## src/rtl/spi_csr_pkg.sv

```systemverilog
package spi_csr_pkg;

  localparam int IRQ_N       = 4;
  localparam int IRQ_CMD_LOW = 0;
  localparam int IRQ_TX_LOW  = 1;
  localparam int IRQ_RX_HIGH = 2;
  localparam int IRQ_SYNC    = 3;

  typedef enum logic [3:0] {
    SEL_NONE,
    SEL_VERSION,
    SEL_SRST,
    SEL_IRQ_EN,
    SEL_IRQ_PEND,
    SEL_SYNC_ID,
    SEL_CMD_ROOM,
    SEL_TX_ROOM,
    SEL_RX_LEVEL,
    SEL_CMD_PUSH,
    SEL_TX_PUSH,
    SEL_RX_POP,
    SEL_RX_PEEK
  } csr_sel_e;

  // word index = byte address / 4
  function automatic csr_sel_e csr_decode(input logic [5:0] word);
    csr_sel_e s;
    case (word)
      6'h00:   s = SEL_VERSION;
      6'h10:   s = SEL_SRST;
      6'h20:   s = SEL_IRQ_EN;
      6'h21:   s = SEL_IRQ_PEND;
      6'h30:   s = SEL_SYNC_ID;
      6'h34:   s = SEL_CMD_ROOM;
      6'h35:   s = SEL_TX_ROOM;
      6'h36:   s = SEL_RX_LEVEL;
      6'h38:   s = SEL_CMD_PUSH;
      6'h39:   s = SEL_TX_PUSH;
      6'h3A:   s = SEL_RX_POP;
      6'h3B:   s = SEL_RX_PEEK;
      default: s = SEL_NONE;
    endcase
    return s;
  endfunction

endpackage

```

## src/rtl/csr_fifo.sv

```systemverilog
module csr_fifo #(
  parameter int W     = 8,
  parameter int DEPTH = 16,
  localparam int AW   = $clog2(DEPTH),
  localparam int CW   = AW + 1
) (
  input  logic          clk,
  input  logic          rst,
  input  logic          flush,
  input  logic          push,
  input  logic [W-1:0]  din,
  input  logic          pop,
  output logic [W-1:0]  dout,
  output logic [CW-1:0] count,
  output logic          full,
  output logic          empty
);

  logic [W-1:0]  mem [DEPTH];
  logic [AW-1:0] wp, rp;
  logic          push_ok, pop_ok;

  assign full    = (count == CW'(DEPTH));
  assign empty   = (count == '0);
  assign push_ok = push && !full && !flush;
  assign pop_ok  = pop && !empty && !flush;
  assign dout    = mem[rp];

  always_ff @(posedge clk) begin
    if (push_ok) mem[wp] <= din;
  end

  always_ff @(posedge clk) begin
    if (rst || flush) begin
      wp    <= '0;
      rp    <= '0;
      count <= '0;
    end else begin
      if (push_ok) wp <= wp + 1'b1;
      if (pop_ok)  rp <= rp + 1'b1;
      case ({push_ok, pop_ok})
        2'b10:   count <= count + 1'b1;
        2'b01:   count <= count - 1'b1;
        default: count <= count;
      endcase
    end
  end

endmodule

```

## src/rtl/csr_irq.sv

```systemverilog
module csr_irq #(
  parameter int N = 4
) (
  input  logic         clk,
  input  logic         rst,
  input  logic         en_we,
  input  logic [N-1:0] en_wdata,
  input  logic         clr_we,
  input  logic [N-1:0] clr_mask,
  input  logic [N-1:0] cond,
  output logic [N-1:0] en,
  output logic [N-1:0] pend,
  output logic         irq
);

  logic [N-1:0] en_d, pend_d;

  always_comb begin
    en_d   = en_we ? en_wdata : en;
    pend_d = (pend & ~(clr_we ? clr_mask : '0)) | cond;
  end

  always_ff @(posedge clk) begin
    if (rst) begin
      en   <= '0;
      pend <= '0;
      irq  <= 1'b0;
    end else begin
      en   <= en_d;
      pend <= pend_d;
      irq  <= |(pend_d & en_d);
    end
  end

endmodule

```

## src/rtl/spi_seq_csr.sv

```systemverilog
module spi_seq_csr
  import spi_csr_pkg::*;
#(
  parameter int ADDR_W          = 8,
  parameter int DATA_W          = 32,
  parameter int CMD_W           = 16,
  parameter int TX_W            = 8,
  parameter int RX_W            = 8,
  parameter int ID_W            = 8,
  parameter int CMD_DEPTH       = 16,
  parameter int TX_DEPTH        = 16,
  parameter int RX_DEPTH        = 16,
  parameter int CMD_AE          = CMD_DEPTH / 4,
  parameter int TX_AE           = TX_DEPTH / 4,
  parameter int RX_AF           = (3 * RX_DEPTH) / 4,
  parameter logic [7:0] VER_MAJOR = 8'd1,
  parameter logic [7:0] VER_MINOR = 8'd0,
  parameter logic [7:0] VER_PATCH = 8'h61
) (
  input  logic              clk,
  input  logic              rst,
  input  logic              wr_en,
  input  logic [ADDR_W-1:0] wr_addr,
  input  logic [DATA_W-1:0] wr_data,
  input  logic              rd_en,
  input  logic [ADDR_W-1:0] rd_addr,
  output logic [DATA_W-1:0] rd_data,
  output logic              irq,
  output logic              engine_rst,
  input  logic              cmd_rd,
  output logic [CMD_W-1:0]  cmd_data,
  output logic              cmd_valid,
  input  logic              tx_rd,
  output logic [TX_W-1:0]   tx_data,
  output logic              tx_valid,
  input  logic              rx_wr,
  input  logic [RX_W-1:0]   rx_data,
  output logic              rx_ready,
  input  logic              sync_pulse,
  input  logic [ID_W-1:0]   sync_id
);

  localparam int CMD_CW = $clog2(CMD_DEPTH) + 1;
  localparam int TX_CW  = $clog2(TX_DEPTH) + 1;
  localparam int RX_CW  = $clog2(RX_DEPTH) + 1;

  csr_sel_e wsel, rsel;
  assign wsel = csr_decode(wr_addr[7:2]);
  assign rsel = csr_decode(rd_addr[7:2]);

  // soft reset register, held after power-on reset
  logic srst_q;
  always_ff @(posedge clk) begin
    if (rst)                             srst_q <= 1'b1;
    else if (wr_en && wsel == SEL_SRST)  srst_q <= wr_data[0];
  end
  assign engine_rst = srst_q;

  // queues
  logic [CMD_CW-1:0] cmd_cnt;
  logic [TX_CW-1:0]  tx_cnt;
  logic [RX_CW-1:0]  rx_cnt;
  logic              cmd_full, cmd_empty, tx_full, tx_empty, rx_full, rx_empty;
  logic [RX_W-1:0]   rx_head;
  logic              cmd_push, tx_push, rx_push, rx_pop;

  assign cmd_push = wr_en && (wsel == SEL_CMD_PUSH) && !srst_q;
  assign tx_push  = wr_en && (wsel == SEL_TX_PUSH) && !srst_q;
  assign rx_push  = rx_wr && !srst_q;
  assign rx_pop   = rd_en && (rsel == SEL_RX_POP);

  csr_fifo #(.W(CMD_W), .DEPTH(CMD_DEPTH)) u_cmd_q (
    .clk(clk), .rst(rst), .flush(srst_q),
    .push(cmd_push), .din(wr_data[CMD_W-1:0]),
    .pop(cmd_rd), .dout(cmd_data),
    .count(cmd_cnt), .full(cmd_full), .empty(cmd_empty)
  );

  csr_fifo #(.W(TX_W), .DEPTH(TX_DEPTH)) u_tx_q (
    .clk(clk), .rst(rst), .flush(srst_q),
    .push(tx_push), .din(wr_data[TX_W-1:0]),
    .pop(tx_rd), .dout(tx_data),
    .count(tx_cnt), .full(tx_full), .empty(tx_empty)
  );

  csr_fifo #(.W(RX_W), .DEPTH(RX_DEPTH)) u_rx_q (
    .clk(clk), .rst(rst), .flush(srst_q),
    .push(rx_push), .din(rx_data),
    .pop(rx_pop), .dout(rx_head),
    .count(rx_cnt), .full(rx_full), .empty(rx_empty)
  );

  assign cmd_valid = !cmd_empty;
  assign tx_valid  = !tx_empty;
  assign rx_ready  = !rx_full && !srst_q;

  // sync capture
  logic [ID_W-1:0] sync_q;
  logic            sync_evt;
  assign sync_evt = sync_pulse && !srst_q;

  always_ff @(posedge clk) begin
    if (rst)           sync_q <= '0;
    else if (sync_evt) sync_q <= sync_id;
  end

  // interrupts
  logic [IRQ_N-1:0] irq_cond, irq_en, irq_pend;

  always_comb begin
    irq_cond              = '0;
    irq_cond[IRQ_CMD_LOW] = (cmd_cnt <= CMD_CW'(CMD_AE));
    irq_cond[IRQ_TX_LOW]  = (tx_cnt <= TX_CW'(TX_AE));
    irq_cond[IRQ_RX_HIGH] = (rx_cnt >= RX_CW'(RX_AF));
    irq_cond[IRQ_SYNC]    = sync_evt;
  end

  csr_irq #(.N(IRQ_N)) u_irq (
    .clk(clk), .rst(rst),
    .en_we(wr_en && wsel == SEL_IRQ_EN), .en_wdata(wr_data[IRQ_N-1:0]),
    .clr_we(wr_en && wsel == SEL_IRQ_PEND), .clr_mask(wr_data[IRQ_N-1:0]),
    .cond(irq_cond), .en(irq_en), .pend(irq_pend), .irq(irq)
  );

  // read path
  logic [DATA_W-1:0] rd_mux;
  logic [DATA_W-1:0] rx_word;
  assign rx_word = rx_empty ? '0 : DATA_W'(rx_head);

  always_comb begin
    case (rsel)
      SEL_VERSION:  rd_mux = DATA_W'({8'h00, VER_MAJOR, VER_MINOR, VER_PATCH});
      SEL_SRST:     rd_mux = DATA_W'(srst_q);
      SEL_IRQ_EN:   rd_mux = DATA_W'(irq_en);
      SEL_IRQ_PEND: rd_mux = DATA_W'(irq_pend);
      SEL_SYNC_ID:  rd_mux = DATA_W'(sync_q);
      SEL_CMD_ROOM: rd_mux = DATA_W'(CMD_CW'(CMD_DEPTH) - cmd_cnt);
      SEL_TX_ROOM:  rd_mux = DATA_W'(TX_CW'(TX_DEPTH) - tx_cnt);
      SEL_RX_LEVEL: rd_mux = DATA_W'(rx_cnt);
      SEL_RX_POP:   rd_mux = rx_word;
      SEL_RX_PEEK:  rd_mux = rx_word;
      default:      rd_mux = '0;
    endcase
  end

  always_ff @(posedge clk) begin
    if (rst)        rd_data <= '0;
    else if (rd_en) rd_data <= rd_mux;
    else            rd_data <= '0;
  end

  logic unused_ok;
  assign unused_ok = ^{wr_addr[1:0], rd_addr[1:0], wr_data, cmd_full, tx_full};

endmodule

```

## config.mk

```make
export PLATFORM = sky130hd
export DESIGN_NAME = spi_seq_csr
export DESIGN_NICKNAME = d
export VERILOG_FILES = /design/src/rtl/spi_csr_pkg.sv /design/src/rtl/csr_fifo.sv /design/src/rtl/csr_irq.sv /design/src/rtl/spi_seq_csr.sv
export SDC_FILE = /design/constraint.sdc
export NUM_CORES = 1
export LEC_CHECK = 0
export BUFFER_PORTS_ARGS = -buffer_cell sky130_fd_sc_hd__buf_2
export CAP_MARGIN = 30
export CORE_MARGIN = 2
export CORE_UTILIZATION = 61
export CTS_CLUSTER_SIZE = 24
export DETAILED_ROUTE_END_ITERATION = 8
export HOLD_SLACK_MARGIN = 0.03
export PLACE_DENSITY = 0.77
export SLEW_MARGIN = 15
export SYNTH_ARGS = -nofsm -noshare
export SYNTH_HDL_FRONTEND = slang
export SYNTH_SLANG_ARGS = --single-unit
```

## constraint.sdc

```tcl
create_clock -name clk -period 5.6 [get_ports clk]
set_input_delay 0.28 -clock clk [delete_from_list [all_inputs] [get_ports clk]]
set_output_delay 0.28 -clock clk [all_outputs]
set_load 0.01 [all_outputs]
```

==> impl_metrics.csv <==
group,metric,value,unit
status,status,"completed",
synthesis,synth_seq_cells,591,
finish,antenna_cells,0,
global_routing,grt_use_total,23.33,%
global_routing,grt_max_degree,43,
setup_path,r2r_end,"u_cmd_q.count[4]",
routing,drtIter0Drc,937,
setup_path,slowest_delay,0.49,ns
floorplan,die-area,0.04075,mm²
floorplan,die_x,201.9,µm
pwr,power.density,318.0,mW/mm²
sta,fmax,257.1,MHz
setup_path,cp-end-kind,"flip-flop",
sta,fin_ws,1.711,ns
synthesis,synthAdderAreaFrac,1.760,%
setup_path,r2r-start,"u_cmd_q.count[1]",
setup_path,crit_top_cell,"ha_1",
sta,setup_violations,0,
synthesis,yosysWarnings,0,
routing,firstDrtPassIters,7,
global_routing,grt_pass1_vias,12440,
synthesis,synth_edf_count,512,
synthesis,synth_nets,1407,
cts,numCtsBuffers,56,
synthesis,synth_mux_area_share,15.77,%
cts,path_clk_slew,0.06,ns
cts,clockBufferDepth,3,
setup_path,setup.worst_path.class,"reg -> reg",
placed_design,dp_hpwl,27.77,mm
setup_path,regToRegSetupSlack,1.71,ns
global_routing,globalRoute.totalOverflow,0,
synthesis,syn_area_per_cell,18.34,µm²
sta,rsz0062_at_grt,"no",
synthesis,async_flop_share,0,%
global_routing,grt_pass1_wl,71.58,mm
hold_path,hold_path.class,"in -> reg",
sta,slew_viol_final,0,
sta,finalCriticalPeriod,3.889,ns
sta,max_slew.worst_pin.slew,0.8685,ns
synthesis,ys_types,63,
cts,ctsRootBufferMaster,"clkbuf_16",
floorplan,die_height,201.9,µm
synthesis,synth_top_area_share,64.38,%
synthesis,synth_top_flop_cell,"edfxtp_1",
pwr,max-vdd-ir-drop,0.2623,mV
routing,drc,0,
floorplan,row_count,72,
cts,cts_tree,"done",
synthesis,ys_seq_area_share,71.00,%
hold_path,holdCritStartpoint,"wr_data[10]",
setup_path,crit_arrival,4.41,ns
sta,setup_tns,0,ns
finish,final_common_cell,"edfxtp_1",
synthesis,synthSimpleGateAreaFrac,4.962,%
routing,vias,12040,
setup_path,crit_chain,"inv_1 > ha_1 > nor3b_1 > ha_1 > a2111o_1 > a211o_1 > ha_1 > xor2_1 > ha_1 > o21ai_0 > a21oi_1 > a21oi_1 > xor2_1 > or3_1 > a21oi_1",
placed_design,place_ws,1.770,ns
hold_path,min_path_cells,1,
finish,nNetsFinal,1535,
setup_path,crit_slowest_cell,"dfxtp_1",
synthesis,syn-instance-count,1302,
hold_path,min_to,"u_cmd_q.mem[0][10]",
setup_path,critical-path-top-delay-family,"compound AO/OA/AOI/OAI gates",
floorplan,core,0.03865,mm²
cts,clk_latency,0.62,ns
placed_design,place_congestion,0.8477,
routing,vias_per_cell,6.039,
setup_path,path_buf_inv,1,
setup_path,cp-startpoint,"u_cmd_q.count[1]",
setup_path,start_kind,"flip-flop",
placed_design,numPortBuffers,112,
routing,ant_nets,0,
routing,routedWlPerCell,23.33,µm
floorplan,io_pins,133,
cts,cts_resized,0,
synthesis,netlist_top_cells_area,"edfxtp_1 64%, mux4_2 15%, dfxtp_1 6.6%",
sta,relSlewSlack,41.89,%
setup_path,reg2reg_depth,15,
synthesis,synth_xor_area_share,1.174,%
finish,drive_above_1_share,28.32,%
global_routing,antenna_found_initial,0,
setup_path,cp.depth,15,
pwr,leakage,8.610,nW
synthesis,synth_top_family_by_area,"multiplexers",
finish,final_cell_mix,"512 x edfxtp_1, 160 x mux4_2, 112 x buf_2",
job,cap_viol_max_count,0,
floorplan,start_util,61.79,%
synthesis,synth_compound_area_share,2.782,%
setup_path,worst_ep_required_time,6.12,ns
setup_path,path_max_fanout,13,
finish,area_delta_synth_final,12.99,%
cts,clkSinkCount,591,
synthesis,synth_area,0.02388,mm²
sta,final.period_utilization,69.45,%
sta,hold_violations,0,
routing,routed_wl,46.52,mm
sta,finalClockSkew,0.02766,ns
synthesis,yosysTopAreaCell,"edfxtp_1",
cts,htree_levels,2,
## worst register-to-register path: cells and delay by family, from the launching register on
kind	cells	cell delay [ns]
flip-flops	1	0.49
XOR/XNOR	2	0.28
AND/OR/NAND/NOR	2	0.50
adder cells (fa/ha/maj)	4	1.08
AO/OA/AOI/OAI	6	1.37
buffers and inverters	1	0.09
## repair_timing
item	in CTS	in global routing
endpoints found under the hold margin	142	0
buffers inserted	0	0
hold buffers	19	0
## report_power, final
part           switching (mW)  total, mW  internal (mW)
sequential            0.00150       4.78           4.78
combinational          0.0848      0.119         0.0346
clock                    1.58       3.68           2.10
## worst max-delay path by stage
stage                                   end  slack, ns
after detailed placement   u_cmd_q.count[4]       1.77
after floorplan           u_cmd_q.mem[0][0]       1.73
after CTS                  u_cmd_q.count[4]       1.72
after global placement     u_cmd_q.count[4]       1.85
after global routing       u_cmd_q.count[4]       1.47
final                      u_cmd_q.count[4]       1.71
## per-stage QoR
stage | hold WS, ns | instance area [µm²] | cells | util, % | power [mW]
after detailed placement | 0.4540 | 24970 | 1870 | 64.60 | 4.979
after CTS | 0.03229 | 26970 | 1993 | 69.78 | 8.641
final | 0.06234 | 26980 | 1994 | 69.82 | 8.581
after global placement | 0.4466 | 24880 | 1864 | 64.36 | 4.971
after floorplan | 0.3789 | 23880 | 1302 | - | 4.907
after global routing | 0.04969 | 26980 | 1994 | 69.82 | 8.814
## kinds of logic (layout without fill, tap and decap cells)
kind of cell               after synthesis  after routing
adders and majority gates               33             33
muxes                                  176            176
DFF                                    591            591
buffers and inverters                  129            303
xor gates and xnor gates                32             32
AOI/OAI and AO/OA                      102            102
and+or+nand+nor                        239            239
## Yosys cell counts, types with 11 or more instances
cell      count
xor2_1       20
buf_4        26
xnor2_1      12
dfxtp_1      79
nor2_1       82
a21oi_1      37
nor2b_1      13
o21ai_0      13
buf_2        16
mux4_2      160
ha_1         32
nor3_1       22
nand2_1      49
inv_1        38
clkbuf_1     40
mux2i_1      15
edfxtp_1    512
and2_1       11
## registers in the layout, summed over array words and instances, names as in the netlist, 4 cells and up, named ones only
| signal | cells |
|---|---|
| rd_data | 10 |
| u_rx_q.count | 5 |
| u_rx_q.rp | 4 |
| u_cmd_q.mem | 256 |
| u_rx_q.wp | 4 |
| u_rx_q.mem | 128 |
| u_tx_q.count | 5 |
| u_irq.pend | 4 |
| u_irq.en | 4 |
| sync_q | 8 |
| u_cmd_q.wp | 4 |
| u_tx_q.wp | 4 |
| u_cmd_q.count | 5 |
| u_tx_q.rp | 4 |
| u_tx_q.mem | 128 |
| u_cmd_q.rp | 4 |
## layer usage
| metal | GRT usage, % | share of wire, % | vias to the layer above | wire [µm] |
|---|---|---|---|---|
| met4 | 7.589 | 2.5 | 0 | 1148 |
| met3 | 3.676 | 5.0 | 84 | 2308 |
| li1 | - | - | 5398 | - |
| met5 | 0 | 0 | - | 0 |
| met2 | 40.37 | 52 | 372 | 24390 |
| met1 | 30.69 | 40 | 6188 | 18680 |
## cell type report
class	count	area, µm²
Multi-Input combinational cell	582	6386
Clock buffer	79	1572
Clock inverter	25	239.0
Inverter	38	142.6
Timing Repair Buffer	161	1031
Sequential cell	591	16970
Fill cell	2334	11660
Tap cell	518	648.1
Note: power is estimated with default switching activity, not from simulation.
